**src/rtl/vga_align_pkg.sv**
```systemverilog
package vga_align_pkg;
  typedef struct packed {
    logic [7:0] r;
    logic [7:0] g;
    logic [7:0] b;
  } rgb_t;

  localparam rgb_t RGB_BLACK = '{r: 8'h00, g: 8'h00, b: 8'h00};
endpackage

```
**src/rtl/vga_checker_gen.sv**
```systemverilog
module vga_checker_gen
  import vga_align_pkg::*;
#(
  parameter int   XW      = 10,
  parameter int   YW      = 10,
  parameter int   TILE_W  = 64,
  parameter int   TILE_H  = 48,
  parameter rgb_t COLOR_E = '{r: 8'h20, g: 8'hC0, b: 8'hF0},
  parameter rgb_t COLOR_O = '{r: 8'hF0, g: 8'h80, b: 8'h10}
) (
  input  logic [XW-1:0] pix_x,
  input  logic [YW-1:0] line_y,
  output rgb_t          color
);
  logic odd_tile;

  // Tile parity is the sum of the column and row tile indices, modulo 2.
  always_comb begin
    odd_tile = (((32'(pix_x) / TILE_W) + (32'(line_y) / TILE_H)) % 2) != 0;
    color    = odd_tile ? COLOR_O : COLOR_E;
  end
endmodule

```
**src/rtl/vga_sync_delay.sv**
```systemverilog
module vga_sync_delay #(
  parameter int WIDTH = 2,
  parameter int DEPTH = 2
) (
  input  logic             clk,
  input  logic             rst,
  input  logic [WIDTH-1:0] d,
  output logic [WIDTH-1:0] q
);
  logic [WIDTH-1:0] tap [DEPTH+1];

  assign tap[0] = d;

  // One register per stage; each stage idles at the inactive (high) level.
  for (genvar s = 0; s < DEPTH; s++) begin : g_stage
    always_ff @(posedge clk) begin
      if (rst) tap[s+1] <= '1;
      else     tap[s+1] <= tap[s];
    end
  end

  assign q = tap[DEPTH];
endmodule

```
**src/rtl/vga_dac_align.sv**
```systemverilog
module vga_dac_align
  import vga_align_pkg::*;
#(
  parameter int   XW        = 10,
  parameter int   YW        = 10,
  parameter int   TILE_W    = 64,
  parameter int   TILE_H    = 48,
  parameter int   DAC_LAT   = 2,
  parameter rgb_t COLOR_E   = '{r: 8'h20, g: 8'hC0, b: 8'hF0},
  parameter rgb_t COLOR_O   = '{r: 8'hF0, g: 8'h80, b: 8'h10}
) (
  input  logic          clk,
  input  logic          rst,
  input  logic [XW-1:0] pix_x,
  input  logic [YW-1:0] line_y,
  input  logic          hsync_n_in,
  input  logic          vsync_n_in,
  input  logic          hblank_n_in,
  input  logic          vblank_n_in,
  output logic [7:0]    red,
  output logic [7:0]    green,
  output logic [7:0]    blue,
  output logic          dac_blank_n,
  output logic          dac_sync_n,
  output logic          dac_clk,
  output logic          hsync_n_out,
  output logic          vsync_n_out
);
  localparam int NSYNC = 2;

  rgb_t             tile_color;
  rgb_t             rgb_q;
  logic             blank_q;
  logic             csync_q;
  logic [NSYNC-1:0] sync_dly;
  logic             visible;

  vga_checker_gen #(
    .XW(XW), .YW(YW), .TILE_W(TILE_W), .TILE_H(TILE_H),
    .COLOR_E(COLOR_E), .COLOR_O(COLOR_O)
  ) u_pattern (
    .pix_x (pix_x),
    .line_y(line_y),
    .color (tile_color)
  );

  assign visible = hblank_n_in & vblank_n_in;

  always_ff @(posedge clk) begin
    if (rst) begin
      rgb_q   <= RGB_BLACK;
      blank_q <= 1'b0;
      csync_q <= 1'b1;
    end else begin
      rgb_q   <= visible ? tile_color : RGB_BLACK;
      blank_q <= visible;
      csync_q <= ~(hsync_n_in ^ vsync_n_in);
    end
  end

  vga_sync_delay #(.WIDTH(NSYNC), .DEPTH(DAC_LAT)) u_sync_dly (
    .clk(clk),
    .rst(rst),
    .d  ({vsync_n_in, hsync_n_in}),
    .q  (sync_dly)
  );

  assign red         = rgb_q.r;
  assign green       = rgb_q.g;
  assign blue        = rgb_q.b;
  assign dac_blank_n = blank_q;
  assign dac_sync_n  = csync_q;
  assign dac_clk     = ~clk;
  assign hsync_n_out = sync_dly[0];
  assign vsync_n_out = sync_dly[1];
endmodule

```
**config.mk**
```make
export PLATFORM = sky130hd
export DESIGN_NAME = vga_dac_align
export DESIGN_NICKNAME = d
export VERILOG_FILES = /design/src/rtl/vga_align_pkg.sv /design/src/rtl/vga_checker_gen.sv /design/src/rtl/vga_sync_delay.sv /design/src/rtl/vga_dac_align.sv
export SDC_FILE = /design/constraint.sdc
export NUM_CORES = 1
export LEC_CHECK = 0
export BUFFER_PORTS_ARGS = -buffer_cell sky130_fd_sc_hd__buf_2
export CORE_MARGIN = 1
export CORE_UTILIZATION = 34
export DETAILED_ROUTE_END_ITERATION = 6
export PLACE_DENSITY = 0.6
export REMOVE_ABC_BUFFERS = 1
export SYNTH_ARGS = -nofsm -noshare
export SYNTH_HDL_FRONTEND = slang
export SYNTH_HIERARCHICAL = 1
export SYNTH_SLANG_ARGS = --single-unit
export TNS_END_PERCENT = 20
```
**constraint.sdc**
```tcl
create_clock -name clk -period 2.9 [get_ports clk]
set_input_delay 0.58 -clock clk [delete_from_list [all_inputs] [get_ports clk]]
set_output_delay 0.58 -clock clk [all_outputs]
set_load 0.05 [all_outputs]
```
; ---- After elaboration in Yosys (flattened, before gate mapping)
; Index checks and enable logic that the tools add are counted.
[op_classes]
n_mux = 1
div = 1
reduce_logical = 1
n_bitwise = 5
addsub = 1
[ops]
columns = operator, count
row1 = 10-bit by 6-bit divider with 32-bit output (second input constant), 1
row2 = 24-bit 2-to-1 mux, 1
row3 = 1-bit NOT, 3
row4 = 2-bit OR reduction, 1
row5 = 1-bit adder, 1
row6 = 1-bit AND, 1
row7 = 1-bit bitwise XOR, 1
[word_totals]
out_inout_bits = 29
elab_cells = 16
in_bits = 26
regBits = 30

; ---- Depth between registers and ports, before layout
; Gate-level depths: netlist (run 1).
[logic_depth]
depth_word = 3
mapped_depth = 10

; ---- By module
; Netlist (run 1), hierarchy kept.
[modules_own_cells]
columns = mod, cells_per_inst, n_inst, area_per_inst_um2
row1 = vga_dac_align, 56, 1, 721.9
row2 = vga_checker_gen, 53, 1, 384.1
row3 = vga_sync_delay, 10, 1, 120.1

==> results of run 1 <==
## layer usage
metal / global-route usage / wire [um] / up-vias
li1: - / - / 404
met1: 0.0946 / 643 / 347
met2: 0.178 / 910 / 35
met3: 0.0580 / 156 / 5
met4: 0.0667 / 54 / 0
met5: 0 / 0 / -
## cells by family (layout without fill, tap and decap cells)
kind of cell,count (synthesis),after routing
xor+xnor,4,4
buf+inv,32,53
simple gates,39,39
flops,30,30
fa+ha+maj,1,1
other cells,2,17
mux,2,2
compound gates,9,9
## power breakdown
part	internal (mW)	total (mW)	switching, mW	leakage, nW
combinational	0.0386	0.122	0.0834	0.423
clock	0.106	0.296	0.191	0.0385
sequential	0.426	0.430	0.00322	0.245
total	0.571	0.848	0.277	0.707
## area by class of cell
type / count / area [um^2] / share of cell area
Clock buffer: 8 / 50.0 / 0.0362
Clock inverter: 2 / 8.76 / 0.00634
Inverter: 3 / 11.3 / 0.00815
Multi-Input combinational cell: 72 / 453 / 0.328
Sequential cell: 30 / 601 / 0.435
Tap cell: 46 / 57.6 / 0.0417
Timing Repair Buffer: 40 / 200 / 0.145
## critical path, delay by kind of cell
kind / cells / cell delay [ns]
buffers and inverters: 4 / 0.61
## per-stage QoR
stage	setup WS [ns]	hold slack (ns)
floorplan	0.574	0.383
global placement	0.279	0.390
detailed placement	0.229	0.397
CTS	0.232	0.428
global route	0.209	0.458
finish	0.256	0.437
## cells in the mapped netlist
library cell and instances:
o21ai_0 2, dfxtp_1 30, o211ai_1 1, xnor2_1 2, and3b_2 1, or2_1 4, nor2_1 1, clkbuf_1 1
o211ai_2 1, and2_1 24, nor3b_1 1, or2b_1 1, inv_1 4, buf_6 2, nor2b_1 1, o311a_1 2
nand2b_1 2, buf_4 25, xor2_1 2, mux2_2 1, nand3b_1 1, a221oi_1 1, a21oi_1 2, ha_1 1
and3b_1 1, nand3_1 1, and2b_1 1, mux2i_1 1, conb_1 2
## sequential cells by signal, indices dropped and copies added, names as in the netlist
| signal | count |
|---|---|
| red | 8 |
| dac_sync_n | 1 |
| green | 8 |
| u_sync_dly/q | 2 |
| dac_blank_n | 1 |
| u_sync_dly/tap | 2 |
| blue | 8 |
## worst paths after layout
kind	start	to	slack, ns
setup / recovery	clk	dac_clk	0.26
hold / removal	u_sync_dly/tap[3]	u_sync_dly/q[1]	0.44
setup reg to reg	u_sync_dly/tap[2]	u_sync_dly/q[0]	2.27
hold reg to reg	u_sync_dly/tap[3]	u_sync_dly/q[1]	0.44
==> metrics.yaml, run 1 <==
global_routing:
  grt_pass1_wl_mm: 2.70
  grt_usage: 0.104
  grt_start_max_net_pins: 26
  antenna_found_initial: 0
  grt-ovfl-total: 0
  grt_pass1_vias: 666
logic_synthesis:
  synthMuxAreaShare: 0.0173
  syn-mean-instance-area_um2: 10.3
  yosys.area_share.simple: 0.205
  yosysSeqAreaShare: 0.490
  synth_area_leaders: "dfxtp_1 49%, buf_4 15%, and2_1 12%, or2_1 2.0%, buf_6 1.8%"
  synthAdderAreaFrac: 0.0102
  synth_top_cell_area_share: 0.490
  yosysUniqueCellTypes: 29
  netlist_instances: 119
  synth_top_family_by_area: "simple AND/OR/NAND/NOR gates"
  ys_warn_count: 6
  synth_largest_area_cell: "dfxtp_1"
  synth_area_um2: 1230
  synthXorXnorAreaFrac: 0.0286
  synth_compound_area_frac: 0.0561
  synth.ff_latch_count: 30
clock_network:
  cts_buffers: 5
  clockBufferDepth: 2
  insertion_delay_ns: 0.31
  cts_setup_buffers: 0
  htreeDepth: 2
  tritoncts: "built"
  cts_resized: 0
  hold_buffers: 0
  clkTransAtPathRegs_ns: 0.08
  cts_root_buf: "clkbuf_4"
floorplanning:
  die-area_um2: 3850
  start_util: 0.362
  ioPinCount: 55
  rows: 21
  fp.dieH_um: 62.1
  design.core.area_um2: 3390
  die_x_um: 62.1
worst_hold_path:
  whs_path_depth: 1
  hold_class: "flip-flop to flip-flop"
drt:
  vias: 791
  routed_wl_mm: 1.77
  first_iter_violations: 34
  wl_per_cell_um: 8.78
  drt_pass1_iterations: 3
  vias_per_cell: 3.94
  drc: 0
  ant_nets: 0
placed_design:
  placedCellCount: 193
  post_dp_cell_area_um2: 1330
  gp_congestion: 0.657
  hpwlAfterDp_mm: 1.30
  port_buffers: 41
worst_setup_path:
  startpoint_type: "clock port"
  slowest_delay_ns: 0.25
  end_kind: "primary output"
  critPathArrivalTime_ns: 2.06
  path_cells: "clkbuf_4, clkbuf_4, inv_1, buf_2"
  crit_path_top_delay_cell: "buf_2"
  critical_path_class: "clock port to primary output"
  critical_path.max_fanout: 9
  crit_top_cell: "clkbuf_4"
  cp_data_required_time_ns: 2.32
  reg2reg_depth: 1
final_layout:
  num-fill-cells: 333
  final_cells: 201
  final_nets: 181
  mostFrequentLayoutCells: "41 x buf_2, 30 x dfxtp_1, 24 x and2_1"
  post-route-util: 0.408
  drive_above_1_share: 0.323
  layout_commonest_cell: "buf_2"
  syn_to_final_growth_pct: 12.7
  diodes: 0
  design_area_um2: 1380
timing:
  finalSetupViolCount: 0
  fin_setup_tns_ns: 0
  clock_skew_ns: 0.000507
  rsz0062_at_grt: "no"
  hold_viol_final: 0
  slew_viol_final: 0
pwr:
  powerDensity_nw_per_um2: 614
  leakagePower_nw: 0.707
  total_power_uw: 848
  peakVddDrop_mv: 0.121
flow_run:
  drv_cap: 0
run_status:
  status: "completed"
Power figures use the tool's default switching activity.
==> run 2: changes to the inputs <==
- CORE_ASPECT_RATIO: not set -> 0.75
==> run 2 against run 1 <==
Net effect:
- largest cell class unchanged
- critical endpoint unchanged
- register-to-register slack better by 0.03 ns
- die area is essentially flat
- the run now ends with design-rule violations left
- core utilization up 2.1 points
- sequential share of layout area down 1.7 points
- critical path depth unchanged
- flip-flop and latch count unchanged
- clock skew rose by 0.0056 ns
==> metrics.yaml, run 2 (synthesized netlist as in run 1, its figures left out) <==
run_status:
  status: "finished, violations left"
  failed_checks: "design-rule violations"
worst_setup_path:
  r2r_slack_ns: 2.30  # +0.03 ns
  r2r-end: "u_sync_dly/q[0]"
  critical_path_class: "clock port to primary output"
  critPathArrivalTime_ns: 2.02  # -0.04 ns
  cp_data_required_time_ns: 2.32  # about the same
  end_kind: "primary output"
  worstReg2RegStart: "u_sync_dly/tap[2]"
  reg2reg_depth: 1  # unchanged
  startpoint_type: "clock port"
  critical_path.max_fanout: 10  # +1
pwr:
  peakVddDrop_mv: 0.242  # +100%
  switching_share: 0.291  # -0.0362
  power_frac_comb: 0.120  # -0.024
  seqPwrFrac: 0.424  # -0.083
  p_int_uw: 720  # +26%
  powerDensity_nw_per_um2: 707  # +15%
  switchingPower_uw: 295  # +6.4%
  leakagePower_nw: 0.737  # +4.3%
  clkPwrFrac: 0.456  # +0.106
worst_hold_path:
  min_from: "u_sync_dly/tap[3]"
  hold_class: "flip-flop to flip-flop"
  hold_path_end: "u_sync_dly/q[1]"
  whs_path_depth: 1  # unchanged
drt:
  drc: 3  # +3
  routed_wl_mm: 1.81  # +2.4%
  drt_pass1_iterations: 6  # +3
  wl_per_cell_um: 9.27  # +5.6%
  vias: 761  # -3.8%
  vias_per_cell: 3.90  # -0.83%
  ant_nets: 0  # unchanged
  first_iter_violations: 23  # -32%
final_layout:
  final_cells: 195  # -3.0%
  drive_above_1_share: 0.335  # +0.0129
  multi_input_area_um2: 453  # unchanged
  register_area_um2: 601  # unchanged
  final_nets: 181  # unchanged
  layout_commonest_cell: "buf_2"
  post-route-util: 0.428  # +0.0205
  syn_to_final_growth_pct: 17.1
  num-fill-cells: 322  # -3.3%
  mostFrequentLayoutCells: "41 x buf_2, 30 x dfxtp_1, 24 x and2_1"
  diodes: 0  # unchanged
global_routing:
  grt_pass1_vias: 649  # -2.6%
  antenna_found_initial: 0  # unchanged
  grt_pass1_wl_mm: 2.83  # +4.6%
  grt_usage: 0.101  # -0.00318
  grt_start_max_net_pins: 26  # unchanged
  grt-ovfl-total: 0  # unchanged
timing:
  slew_viol_final: 0  # unchanged
  finalSetupViolCount: 0  # unchanged
  holdWs_ns: 0.415  # -0.0219 ns
  rsz0062_at_grt: "no"
  fin_setup_tns_ns: 0  # unchanged
  clock_skew_ns: 0.00610  # +0.00559 ns
  hold_viol_final: 0  # unchanged
placed_design:
  port_buffers: 41  # unchanged
  gp_congestion: 0.810  # +23%
  hpwlAfterDp_mm: 1.35  # +3.9%
  placedCellCount: 187  # -3.1%
clock_network:
  cts_setup_buffers: 0  # unchanged
  insertion_delay_ns: 0.27  # -0.04 ns
  cts_root_buf: "clkbuf_8"
  clkTransAtPathRegs_ns: 0.07  # about the same
  hold_buffers: 0  # unchanged
  cts_buffers: 5  # unchanged
  htreeDepth: 2  # unchanged
  cts_resized: 0  # unchanged
  tritoncts: "built"
  clockBufferDepth: 2  # unchanged
floorplanning:
  design.core.area_um2: 3360  # -1.0%
  fp.dieH_um: 54.0  # -13%
  die-area_um2: 3850  # about the same
  start_util: 0.365  # +0.00364
  rows: 18  # -14%
  die_x_um: 71.3  # +15%
  ioPinCount: 55  # unchanged
flow_run:
  drv_cap: 0  # unchanged
run 2: cell counts in the layout (fill, tap and decap cells not counted):
Identical to the previous run, type by type.
run 2: layout make-up:
type	instances	share of cell area
clock buffer	8	0.0784
clock inverter	2	0.00610
inverter	3	0.00784
multi-input combinational	72	0.315
sequential	30	0.418
tap	40	0.0348
timing repair buffer	40	0.139
run 2: worst max-delay path: stages:
cell and delay, ns:
clkbuf_8 0.13, clkbuf_8 0.15, inv_1 0.05, buf_2 0.25
run 2: power by group through the flow:
stage	sequential, mW	clock, mW	combinational [mW]
after CTS	0.430	0.478	0.122
after floorplan	0.488	0.0583	0.0400
after detailed placement	0.440	0.0700	0.122
final	0.430	0.463	0.122
after global placement	0.439	0.0700	0.119
after global routing	0.431	0.503	0.133
run 2: how the worst max path moves through the flow:
stage                         start       to  slack (ns)
after global routing            clk  dac_clk        0.26
after floorplan                 clk  dac_clk        0.57
final                           clk  dac_clk        0.30
after CTS                       clk  dac_clk        0.28
after global placement    line_y[9]  blue[5]        0.32
after detailed placement  line_y[9]  blue[7]        0.25
run 2: per-stage QoR:
stage | cell area [um^2] | setup WS [ns] | total power [mW]
after floorplan | 1070 | 0.574 | 0.586
after global placement | 1320 | 0.320 | 0.628
after detailed placement | 1320 | 0.250 | 0.632
after CTS | 1440 | 0.282 | 1.03
after global routing | 1440 | 0.263 | 1.07
final | 1440 | 0.296 | 1.02
run 2: metal layers:
layer / up-vias / wire length (um) / global-route usage / part of all wire
met2: 23 / 947 / 0.179 / 0.52
met5: - / 0 / 0 / 0
met3: 2 / 111 / 0.0468 / 0.061
met1: 331 / 730 / 0.103 / 0.40
met4: 0 / 19 / 0.0500 / 0.011
li1: 405 / - / - / -
==> run 3: changes to the inputs <==
- CELL_PAD_IN_SITES_DETAIL_PLACEMENT: not set -> 0
- CELL_PAD_IN_SITES_GLOBAL_PLACEMENT: not set -> 1
- PLACE_DENSITY: 0.6 -> 0.77
==> run 3 against run 2 <==
Net effect:
- the run still ends with design-rule violations left
- worst hold slack got worse by 0.0014 ns
- non-clock buffer count did not move
- first-iteration DRC count increased by 8.7%
- critical endpoint unchanged
- die area is the same
- via count grew 2.8%
- clock skew down 0.0059 ns
- largest cell class unchanged
- sequential power hardly changed
==> metrics.yaml, run 3 (synthesized netlist as in run 1, its figures left out) <==
clock_network:
  tritoncts: "built"
  hold_buffers: 0  # unchanged
  cts_buffers: 5  # unchanged
  clockBufferDepth: 2  # unchanged
  cts_setup_buffers: 0  # unchanged
  htreeDepth: 2  # unchanged
  insertion_delay_ns: 0.27  # about the same
  cts_resized: 0  # unchanged
  cts_root_buf: "clkbuf_8"
  clkTransAtPathRegs_ns: 0.06  # about the same
floorplanning:
  ioPinCount: 55  # unchanged
  start_util: 0.365  # unchanged
  design.core.area_um2: 3360  # unchanged
  die-area_um2: 3850  # unchanged
  die_x_um: 71.3  # unchanged
  fp.dieH_um: 54.0  # unchanged
  rows: 18  # unchanged
drt:
  vias: 782  # +2.8%
  wl_per_cell_um: 9.17  # -1.1%
  drt_pass1_iterations: 6  # unchanged
  routed_wl_mm: 1.79  # -1.1%
  ant_nets: 0  # unchanged
  drc: 4  # +1
  vias_per_cell: 4.01  # +2.8%
  first_iter_violations: 25  # +8.7%
timing:
  holdWs_ns: 0.414  # -0.00141 ns
  finalSetupViolCount: 0  # unchanged
  rsz0062_at_grt: "no"
  clock_skew_ns: 0.000189  # -0.00591 ns
  slew_viol_final: 0  # unchanged
  fin_setup_tns_ns: 0  # unchanged
  hold_viol_final: 0  # unchanged
worst_setup_path:
  crit_top_cell: "clkbuf_8"
  crit_path_top_delay_cell: "buf_2"
  path_cells: "clkbuf_8, clkbuf_8, inv_1, buf_2"
  crit_buf_inv: 4  # unchanged
  critical_path.max_fanout: 9  # -1
  critical_path_class: "clock port to primary output"
  critPathArrivalTime_ns: 2.02  # about the same
  cp_data_required_time_ns: 2.32  # about the same
  end_kind: "primary output"
  startpoint_type: "clock port"
  slowest_delay_ns: 0.24  # about the same
  cp_top_family: "buffers and inverters"
global_routing:
  grt_pass1_vias: 672  # +3.5%
  grt_start_max_net_pins: 26  # unchanged
  antenna_found_initial: 0  # unchanged
  grt_usage: 0.0962  # -0.00450
  grt_pass1_wl_mm: 2.66  # -6.1%
  grt-ovfl-total: 0  # unchanged
final_layout:
  post-route-util: 0.419  # -0.00932
  syn_to_final_growth_pct: 14.6
  drive_above_1_share: 0.323  # -0.0129
  final_nets: 181  # unchanged
  design_area_um2: 1410  # -2.2%
  layout_commonest_cell: "buf_2"
  diodes: 0  # unchanged
  mostFrequentLayoutCells: "41 x buf_2, 30 x dfxtp_1, 24 x and2_1"
flow_run:
  drv_cap: 0  # unchanged
run_status:
  failed_checks: "design-rule violations"
  status: "finished, violations left"
placed_design:
  gp_congestion: 0.620  # -23%
  post_dp_cell_area_um2: 1320  # unchanged
  port_buffers: 41  # unchanged
  hpwlAfterDp_mm: 1.34  # -0.46%
pwr:
  powerDensity_nw_per_um2: 660  # -6.6%
  peakVddDrop_mv: 0.193  # -20%
  leakagePower_nw: 0.720  # -2.3%
  total_power_uw: 927  # -8.6%
worst_hold_path:
  hold_class: "flip-flop to flip-flop"
## run 3: cell type report
| class | count | area, um^2 |
|---|---|---|
| inverter | 3 | 11.3 |
| clock buffer | 8 | 81.3 |
| tap | 40 | 50.0 |
| clock inverter | 2 | 8.76 |
| multi-input combinational | 72 | 453 |
| fill | 336 | 1950 |
| sequential | 30 | 601 |
| timing repair buffer | 40 | 200 |
## run 3: through the flow
step,setup slack [ns],std cells
5_1_grt,0.266,195
2_1_floorplan,0.574,106
4_1_cts,0.288,195
3_3_place_gp,0.319,187
6_report,0.300,195
3_5_place_dp,0.276,187
## run 3: power by group
group | switching, mW | internal, mW
combinational | 0.0838 | 0.0386
clock | 0.196 | 0.179
sequential | 0.00298 | 0.427
## run 3: metal layers
| layer | global-route usage | vias to the layer above | part of all wire |
|---|---|---|---|
| met5 | 0 | - | 0 |
| met1 | 0.0791 | 351 | 0.40 |
| met3 | 0.0487 | 5 | 0.065 |
| met4 | 0.0700 | 0 | 0.021 |
| li1 | - | 402 | - |
| met2 | 0.184 | 24 | 0.51 |
## run 3: final timing paths
path	slack [ns]	startpoint	cells after the start	to
worst max-delay path	0.30	clk	4	dac_clk
worst min-delay path	0.41	u_sync_dly/tap[2]	1	u_sync_dly/q[0]
worst max register to register	2.29	u_sync_dly/tap[3]	1	u_sync_dly/q[1]
worst min register to register	0.41	u_sync_dly/tap[2]	1	u_sync_dly/q[0]
